<file path="src/rtl/pfwp_pkg.sv">
package pfwp_pkg;

    typedef enum logic [1:0] {
        ST_NORMAL = 2'd0,
        ST_DRAIN  = 2'd1,
        ST_PROT   = 2'd2,
        ST_RECOV  = 2'd3
    } pfwp_state_e;

    typedef enum logic [1:0] {
        HM_DESEL = 2'b00,
        HM_NODRV = 2'b01,
        HM_READ  = 2'b10,
        HM_WRITE = 2'b11
    } host_mode_e;

    typedef struct packed {
        logic ce_n;
        logic we_n;
        logic oe_n;
    } host_strb_t;

    typedef struct packed {
        logic       drive;
        logic       wr;
        host_mode_e mode;
    } host_ctl_t;

    function automatic logic write_live(host_strb_t s);
        return !s.ce_n && !s.we_n;
    endfunction

    function automatic host_mode_e decode_mode(host_strb_t s);
        if (s.ce_n)      return HM_DESEL;
        else if (!s.we_n) return HM_WRITE;
        else if (!s.oe_n) return HM_READ;
        else              return HM_NODRV;
    endfunction

    function automatic int unsigned max_u(int unsigned a, int unsigned b);
        return (a > b) ? a : b;
    endfunction

endpackage

</file>
<file path="src/rtl/pfwp_sync.sv">
module pfwp_sync #(
    parameter int   W       = 1,
    parameter int   STAGES  = 2,
    parameter logic RST_VAL = 1'b1
) (
    input  logic         clk,
    input  logic         rst,
    input  logic [W-1:0] d_async,
    output logic [W-1:0] q_sync
);
    logic [W-1:0] stage_q [STAGES];

    for (genvar g = 0; g < STAGES; g++) begin : g_stage
        always_ff @(posedge clk) begin
            if (rst) begin
                stage_q[g] <= {W{RST_VAL}};
            end else begin
                if (g == 0) stage_q[g] <= d_async;
                else        stage_q[g] <= stage_q[(g == 0) ? 0 : g-1];
            end
        end
    end

    assign q_sync = stage_q[STAGES-1];
endmodule

</file>
<file path="src/rtl/pfwp_seq.sv">
module pfwp_seq
    import pfwp_pkg::*;
#(
    parameter int unsigned WPT_CYC = 5000,
    parameter int unsigned REC_CYC = 4000000
) (
    input  logic clk,
    input  logic rst,
    input  logic pf_s,
    input  logic live,
    output logic wprot_o,
    output logic linked_o
);
    localparam int unsigned CNT_W = $clog2(max_u(WPT_CYC, REC_CYC) + 1);
    localparam logic [CNT_W-1:0] WPT_LAST = CNT_W'(WPT_CYC - 1);
    localparam logic [CNT_W-1:0] REC_LAST = CNT_W'(REC_CYC - 1);

    pfwp_state_e      state_q, state_n;
    logic [CNT_W-1:0] cnt_q;
    logic             linked_q;

    always_comb begin
        state_n = state_q;
        unique case (state_q)
            ST_NORMAL: if (pf_s) state_n = live ? ST_DRAIN : ST_PROT;
            ST_DRAIN:  if (!live || cnt_q == WPT_LAST) state_n = ST_PROT;
            ST_PROT:   if (!pf_s) state_n = ST_RECOV;
            ST_RECOV: begin
                if (pf_s)                   state_n = ST_PROT;
                else if (cnt_q == REC_LAST) state_n = ST_NORMAL;
            end
            default:   state_n = ST_PROT;
        endcase
    end

    always_ff @(posedge clk) begin
        if (rst) begin
            state_q  <= ST_PROT;
            cnt_q    <= '0;
            linked_q <= 1'b0;
        end else begin
            state_q <= state_n;
            if (state_n != state_q || state_q == ST_NORMAL || state_q == ST_PROT)
                cnt_q <= '0;
            else
                cnt_q <= cnt_q + 1'b1;
            if (state_q == ST_RECOV && state_n == ST_NORMAL)
                linked_q <= 1'b1;
        end
    end

    assign wprot_o  = (state_q == ST_PROT) || (state_q == ST_RECOV);
    assign linked_o = linked_q;

    a_r4_lock_when_idle: assert property (@(posedge clk) disable iff (rst)
        (state_q == ST_NORMAL && pf_s && !live) |=> wprot_o);

    a_r5_hold_open_in_drain: assert property (@(posedge clk) disable iff (rst)
        (state_q == ST_NORMAL && pf_s && live) |=> !wprot_o);

    a_r7_reassert_relocks: assert property (@(posedge clk) disable iff (rst)
        (state_q == ST_RECOV && pf_s) |=> (state_q == ST_PROT));

    a_r2_unlock_only_from_recov: assert property (@(posedge clk) disable iff (rst)
        $fell(wprot_o) |-> ($past(state_q) == ST_RECOV && !$past(pf_s)));

    a_r9_link_sticky: assert property (@(posedge clk) disable iff (rst)
        linked_o |=> linked_o);

    a_r9_link_on_powerup: assert property (@(posedge clk) disable iff (rst)
        $rose(linked_o) |-> $fell(wprot_o));
endmodule

</file>
<file path="src/rtl/pfwp_host.sv">
module pfwp_host
    import pfwp_pkg::*;
(
    input  logic       protect,
    input  host_strb_t strb,
    output host_ctl_t  ctl
);
    host_mode_e raw_mode;

    always_comb begin
        raw_mode = decode_mode(strb);
        if (protect) begin
            ctl.mode  = HM_DESEL;
            ctl.drive = 1'b0;
            ctl.wr    = 1'b0;
        end else begin
            ctl.mode  = raw_mode;
            ctl.drive = (raw_mode == HM_READ);
            ctl.wr    = (raw_mode == HM_WRITE);
        end
    end

    always_comb begin
        if (protect) a_r4_inputs_ignored: assert (!ctl.drive && !ctl.wr && ctl.mode == HM_DESEL);
    end
endmodule

</file>
<file path="src/rtl/pfwp_supply.sv">
module pfwp_supply (
    input  logic clk,
    input  logic rst,
    input  logic sw_s,
    input  logic linked,
    output logic sel_batt_o
);
    logic sel_q;

    always_ff @(posedge clk) begin
        if (rst) sel_q <= 1'b0;
        else     sel_q <= linked & sw_s;
    end

    assign sel_batt_o = sel_q;

    a_r8_isolated_until_linked: assert property (@(posedge clk) disable iff (rst)
        !linked |=> !sel_batt_o);
endmodule

</file>
<file path="src/rtl/pfwp_ctrl.sv">
module pfwp_ctrl
    import pfwp_pkg::*;
#(
    parameter int unsigned WPT_CYC = 5000,
    parameter int unsigned REC_CYC = 4000000,
    parameter int unsigned SYNC_STAGES = 2
) (
    input  logic       clk,
    input  logic       rst,
    input  logic       pfail_async,
    input  logic       below_sw_async,
    input  logic       ce_n,
    input  logic       we_n,
    input  logic       oe_n,
    output logic       wprot,
    output logic       dq_oe,
    output logic       mem_we,
    output logic [1:0] acc_mode,
    output logic       sel_batt,
    output logic       batt_linked
);
    logic [1:0] mon_s;
    logic       pf_s, sw_s;
    logic       prot_w, linked_w;
    host_strb_t strb;
    host_ctl_t  ctl;

    pfwp_sync #(.W(2), .STAGES(SYNC_STAGES), .RST_VAL(1'b1)) u_sync (
        .clk     (clk),
        .rst     (rst),
        .d_async ({pfail_async, below_sw_async}),
        .q_sync  (mon_s)
    );
    assign pf_s = mon_s[1];
    assign sw_s = mon_s[0];

    assign strb = '{ce_n: ce_n, we_n: we_n, oe_n: oe_n};

    pfwp_seq #(.WPT_CYC(WPT_CYC), .REC_CYC(REC_CYC)) u_seq (
        .clk      (clk),
        .rst      (rst),
        .pf_s     (pf_s),
        .live     (write_live(strb)),
        .wprot_o  (prot_w),
        .linked_o (linked_w)
    );

    pfwp_host u_host (
        .protect (prot_w),
        .strb    (strb),
        .ctl     (ctl)
    );

    pfwp_supply u_supply (
        .clk        (clk),
        .rst        (rst),
        .sw_s       (sw_s),
        .linked     (linked_w),
        .sel_batt_o (sel_batt)
    );

    assign wprot       = prot_w;
    assign dq_oe       = ctl.drive;
    assign mem_we      = ctl.wr;
    assign acc_mode    = ctl.mode;
    assign batt_linked = linked_w;

    a_r3_drive_write_exclusive: assert property (@(posedge clk) disable iff (rst)
        $onehot0({dq_oe, mem_we}));

    a_r1_reset_locked: assert property (@(posedge clk)
        rst |=> (wprot && !batt_linked && !sel_batt));

    a_r5_write_blocked_when_locked: assert property (@(posedge clk) disable iff (rst)
        wprot |-> !mem_we);
endmodule

</file>
<file path="config.mk">
export PLATFORM = sky130hd
export DESIGN_NAME = pfwp_ctrl
export DESIGN_NICKNAME = d
export VERILOG_FILES = /design/src/rtl/pfwp_pkg.sv /design/src/rtl/pfwp_sync.sv /design/src/rtl/pfwp_seq.sv /design/src/rtl/pfwp_host.sv /design/src/rtl/pfwp_supply.sv /design/src/rtl/pfwp_ctrl.sv
export SDC_FILE = /design/constraint.sdc
export NUM_CORES = 1
export LEC_CHECK = 0
export CORE_MARGIN = 1
export CORE_UTILIZATION = 65
export DETAILED_ROUTE_END_ITERATION = 8
export DONT_BUFFER_PORTS = 1
export PLACE_DENSITY = 0.83
export SLEW_MARGIN = 20
export SYNTH_ARGS = -nofsm -noshare
export SYNTH_HDL_FRONTEND = slang
export SYNTH_SLANG_ARGS = --single-unit
</file>
<file path="constraint.sdc">
create_clock -name clk -period 5.15 [get_ports clk]
set_input_delay 0.2575 -clock clk [delete_from_list [all_inputs] [get_ports clk]]
set_output_delay 0.2575 -clock clk [all_outputs]
set_load 0.02 [all_outputs]
</file>
* Yosys cells after proc, flatten, opt, wreduce, memory -nomap -nowiden *
Memories as Yosys holds them, arrays and structs flattened.
Cells that the tools add are included.

storage, ports and cells
  memories = 1
  output and inout port bits = 7
  memory bits (writable) = 4
  bits in registers = 26

operators by class
  reduce and logical (&&, ||, !) cells = 12
  add/subtract/negate cells = 1
  eq/ne operators = 8
  bitwise gates (word level) = 3
  muxes and demuxes = 16

memories
  name            words  bits a word  read ports  clocked after Yosys merged registers in  wr ports  line             source
  u_sync.stage_q  2      2            2           0                                        2         pfwp_sync.sv:11  logic [W-1:0] stage_q [STAGES];

operators with widths
  kind                   number
  $add 22x1->22 const B  1
  $eq 22x13->1 const B   1
  $eq 22x22->1 const B   1
  $mux 2                 11
  $eq 2x2->1 const B     4
  $pmux 2 s4             1
  $logic_not 2->1        2
  $logic_or 1x1->1       4
  $mux 4                 1
  $logic_not 1->1        3
  $mux 1                 3
  $eq 2x1->1 const B     1
  $logic_and 1x1->1      2
  $ne 2x2->1             1
  $or 1x1->1             2
  $reduce_or 2->1        1
  $and 1x1->1            1

* Depth between registers and ports, before layout *
  depth after elaboration = 10
  depth in mapped cells = 7
  gate-level depth less buffers = 5

* Hierarchy *
From an unflattened synthesis, not the netlist that was laid out.

second synthesis, totals
  cells, all modules = 165
  area total of the unflattened synthesis = 1463.9 µm²

by module, submodules not included
  module       times used  cells an instance  sequential area each (µm²)  area an instance (µm²)
  pfwp_seq     1           149                500.5                       1287.5
  pfwp_sync    1           8                  80.1                        105.1
  pfwp_host    1           5                  0.0                         38.8
  pfwp_supply  1           2                  20.0                        28.8
  pfwp_ctrl    1           1                  0.0                         3.8

* Worst setup path before layout *
No wires, ideal clock.

  path type = reg-to-reg
  start point = register u_seq.cnt_q[10]
  end point = register u_seq.cnt_q[19]
  setup slack = 3.257 ns
  required time = 5.018 ns
  arrival = 1.761 ns
  cell stages (with the launch flop) = 6
  path buffers = 1
  cell sequence = dfxtp_1 -> or4_4 -> or4_4 -> o21ai_4 -> buf_6 -> a22oi_1

on the way
  cells in the longest elaborated chain, start to end = 8
  elaborated cells between the ends (all ways) = 12
  those cells by class = add/sub (1); eq/ne (3); mux (4); reduce/logical (4)

RTL lines
  what                                          line                            source
  start, declared                               pfwp_seq.sv:19                  logic [CNT_W-1:0] cnt_q;
  start signal, assigned                        pfwp_seq.sv:46                  cnt_q <= cnt_q + 1'b1;
  $eq 22x22->1 or $eq 22x13->1 (tied branches)  pfwp_seq.sv:30, pfwp_seq.sv:26
  $mux 2 or $logic_or 1x1->1 (tied branches)    pfwp_seq.sv:30, pfwp_seq.sv:26
  $mux 2, on equally long branches              pfwp_seq.sv:29, pfwp_seq.sv:26
  $pmux 2 s4                                    pfwp_seq.sv:24                  unique case (state_q)
  $ne 2x2->1                                    pfwp_seq.sv:43                  if (state_n != state_q || state_q == ST_NORMAL || state_q == ST_PROT)
  $logic_or 1x1->1 (2 in series)                pfwp_seq.sv:43
  $reduce_or 2->1 (no line)                     n/a

Several ways; a longest one is shown, not always the timed one.
A chain may end at the register's enable or synchronous reset.

* Final worst setup path *
  start point = register u_seq.cnt_q[14]
  end point = register u_seq.cnt_q[21]

The elaborated chain is that of the path after synthesis.

==> results.py <==
metrics = {
    "run_status": {
        "status": "finished, final reports clean",
    },
    "pwr": {
        "p_leak_nw": 0.487,
        "power.density_nw_per_um2": 312,
        "irDropWorstVdd_mv": 0.300,
        "power_mw": 0.492,
    },
    "drt": {
        "drt-initial-drc-count": 46,
        "ant_nets": 0,
        "num_vias": 1225,
        "drtPass1Iterations": 5,
        "remaining_drc_errors": 0,
        "vias_per_cell": 6.69,
        "wl_per_cell_um": 17.8,
        "routed_wl_um": 3260,
    },
    "hold_path": {
        "hp-class": "input pin to register",
        "holdPathEnd": "u_sync.stage_q[1][1]$_SDFF_PP1_",
        "hold_depth": 1,
        "hp-start": "rst",
    },
    "logic_synthesis": {
        "ys_ff_latch": 30,
        "syn-num-nets": 159,
        "synth_edf_count": 0,
        "ys.flop_type": "dfxtp_1",
        "synth.distinct_cells": 43,
        "async_flop_share": 0,
        "ys_seq_area_frac": 0.418,
        "syn_area_per_cell_um2": 9.52,
        "synth_area_um2": 1440,
        "syn_inst": 151,
        "ys.warnings.count": 0,
    },
    "worst_setup_path": {
        "start_kind": "register",
        "r2r-end": "u_seq.cnt_q[21]$_SDFF_PP0_",
        "worstReg2RegStart": "u_seq.cnt_q[14]$_SDFF_PP0_",
        "crit_arrival_ps": 2490,
        "crit_fanout": 22,
        "crit_required_ps": 5350,
        "crit_path_end_kind": "register",
        "r2r_cells": 4,
        "crit_type": "register to register",
        "r2r_setup_slack_ps": 2860,
    },
    "placed_design": {
        "dp_cells": 170,
        "placed_cell_area_um2": 1420,
        "routabilityCongestion": 0.879,
        "dp_slack_ps": 2910,
        "port_buffers": 0,
        "hpwl_um": 2100,
    },
    "sta": {
        "max_freq_mhz": 437,
        "slew_headroom": 0.465,
        "setup_slack_ps": 2860,
        "fin_crit_sh": 0.445,
        "min_period_ps": 2290,
        "tns_ps": 0,
        "fin_hold_ws_ps": 24.5,
        "drv_slew": 0,
        "setup_viol": 0,
        "skew_ps": 10.2,
        "rsz0062_at_grt": "false",
        "worstMarginPinSlew_ps": 796,
        "hold_viol_final": 0,
    },
    "finish": {
        "fin_nets": 163,
        "n_fill_cell": 142,
        "final_area_um2": 1580,
        "final_cell_mix": "30 x dfxtp_1, 13 x a21oi_1, 8 x xor2_1",
        "post-route-util": 0.780,
        "num_antenna_cells": 0,
        "mostFrequentLayoutCell": "dfxtp_1",
        "instances_no_fill": 183,
        "syn2layout_area_growth_pct": 9.75,
        "drive_gt1_frac": 0.179,
    },
    "die": {
        "start_util": 0.711,
        "core_um2": 2020,
        "die_area_um2": 2400,
        "io_pins": 14,
        "die_h_um": 49.0,
        "die_x_um": 49.0,
        "fp-row-count": 16,
    },
    "cts": {
        "cts.sinks": 30,
        "clockRootBuffer": "clkbuf_4",
        "ctsResizeCount": 0,
        "path_clk_slew_ps": 100,
        "cts-buffers-inserted": 5,
        "insertion_delay_ps": 340,
        "tritoncts": "done",
        "htree_levels": 2,
        "cts_buffer_depth": 2,
    },
    "global_routing": {
        "grt_pass1_vias": 1162,
        "grtUsageTotal": 0.295,
        "grt_use_met3": 0.131,
        "grt_pass1_wl_um": 5230,
        "grt_overflow": 0,
        "gr-usage-met2": 0.463,
        "grt_max_degree": 23,
        "antenna_found_initial": 0,
        "busiest_layer": "met2",
        "grt_util_met1": 0.352,
    },
    "flow_run": {
        "max-cap-violations": 0,
    },
}
## cell type report
class | count | area, um2 | share of cell area
sequential | 30 | 601 | 0.381
inverter | 5 | 18.8 | 0.0119
clock inverter | 2 | 60.1 | 0.0381
tap | 27 | 33.8 | 0.0214
clock buffer | 6 | 51.3 | 0.0325
multi-input combinational | 107 | 756 | 0.479
timing repair buffer | 6 | 57.6 | 0.0365
## cells by family after synthesis
family / Yosys count / share of synthesized area
flops: 30 / 0.418
simple gates: 53 / 0.249
xor+xnor: 12 / 0.0731
fa+ha+maj: 1 / 0.00870
buf+inv: 14 / 0.0601
compound gates: 41 / 0.191
## critical path: stages, from the launching register on
cell and delay, ps:
dfxtp_1 380, or4_4 520, or4_4 540, o21ai_4 510, a22oi_1 190
## synthesized netlist by cell type (all sizes together) (2+ instances only)
cell type | count | area (um2)
a21boi | 2 | 15.0
a21oi | 13 | 65.1
a22oi | 8 | 65.1
and3 | 5 | 33.8
and4 | 4 | 36.3
buf | 5 | 52.6
clkbuf | 4 | 15.0
dfxtp | 30 | 601
inv | 5 | 18.8
nand2 | 4 | 15.0
nand3 | 7 | 35.0
nand4 | 6 | 37.5
nor3 | 2 | 10.0
nor4b | 2 | 17.5
o21ai | 8 | 51.3
o31ai | 5 | 37.5
or2 | 5 | 31.3
or3 | 5 | 35.0
or4 | 5 | 46.3
xnor2 | 4 | 35.0
xor2 | 8 | 70.1
## routing by layer
layer / vias to the layer above / share of wire
li1: 578 / -
met1: 596 / 0.43
met2: 49 / 0.50
met3: 2 / 0.065
met4: 0 / 0.0037
met5: - / 0
## worst max-delay path by stage
stage	start	end	slack, ps	cells after the start
after floorplan	u_seq.cnt_q[10]$_SDFF_PP0_	u_seq.cnt_q[19]$_SDFF_PP0_	3260	5
after global placement	u_seq.cnt_q[10]$_SDFF_PP0_	u_seq.cnt_q[18]$_SDFF_PP0_	2980	4
after detailed placement	u_seq.cnt_q[10]$_SDFF_PP0_	u_seq.cnt_q[21]$_SDFF_PP0_	2910	4
after CTS	u_seq.cnt_q[10]$_SDFF_PP0_	u_seq.cnt_q[21]$_SDFF_PP0_	2900	4
after global routing	u_seq.cnt_q[14]$_SDFF_PP0_	u_seq.cnt_q[1]$_SDFF_PP0_	2790	4
final	u_seq.cnt_q[14]$_SDFF_PP0_	u_seq.cnt_q[21]$_SDFF_PP0_	2860	4
## what timing repair did
action	in CTS	in global routing
hold endpoints to repair	0	3
setup buffers	0	0
endpoints found under the setup margin	0	0
hold buffers	0	5
## flip-flops by register name, indices dropped and copies added (netlist names)
signal	cells
u_seq.cnt_q	22
u_sync.stage_q	4
u_seq.state_q	2
u_seq.linked_o	1
u_supply.sel_batt_o	1
## where the power goes
| part | total [mW] | internal (mW) | switching (mW) | leakage (nW) |
|---|---|---|---|---|
| logic | 0.00774 | 0.00510 | 0.00264 | 0.186 |
| clock network | 0.250 | 0.164 | 0.0858 | 0.0585 |
| registers | 0.234 | 0.233 | 0.000859 | 0.243 |
| total | 0.492 | 0.403 | 0.0893 | 0.487 |
Note: power is estimated with default switching activity, not from simulation.
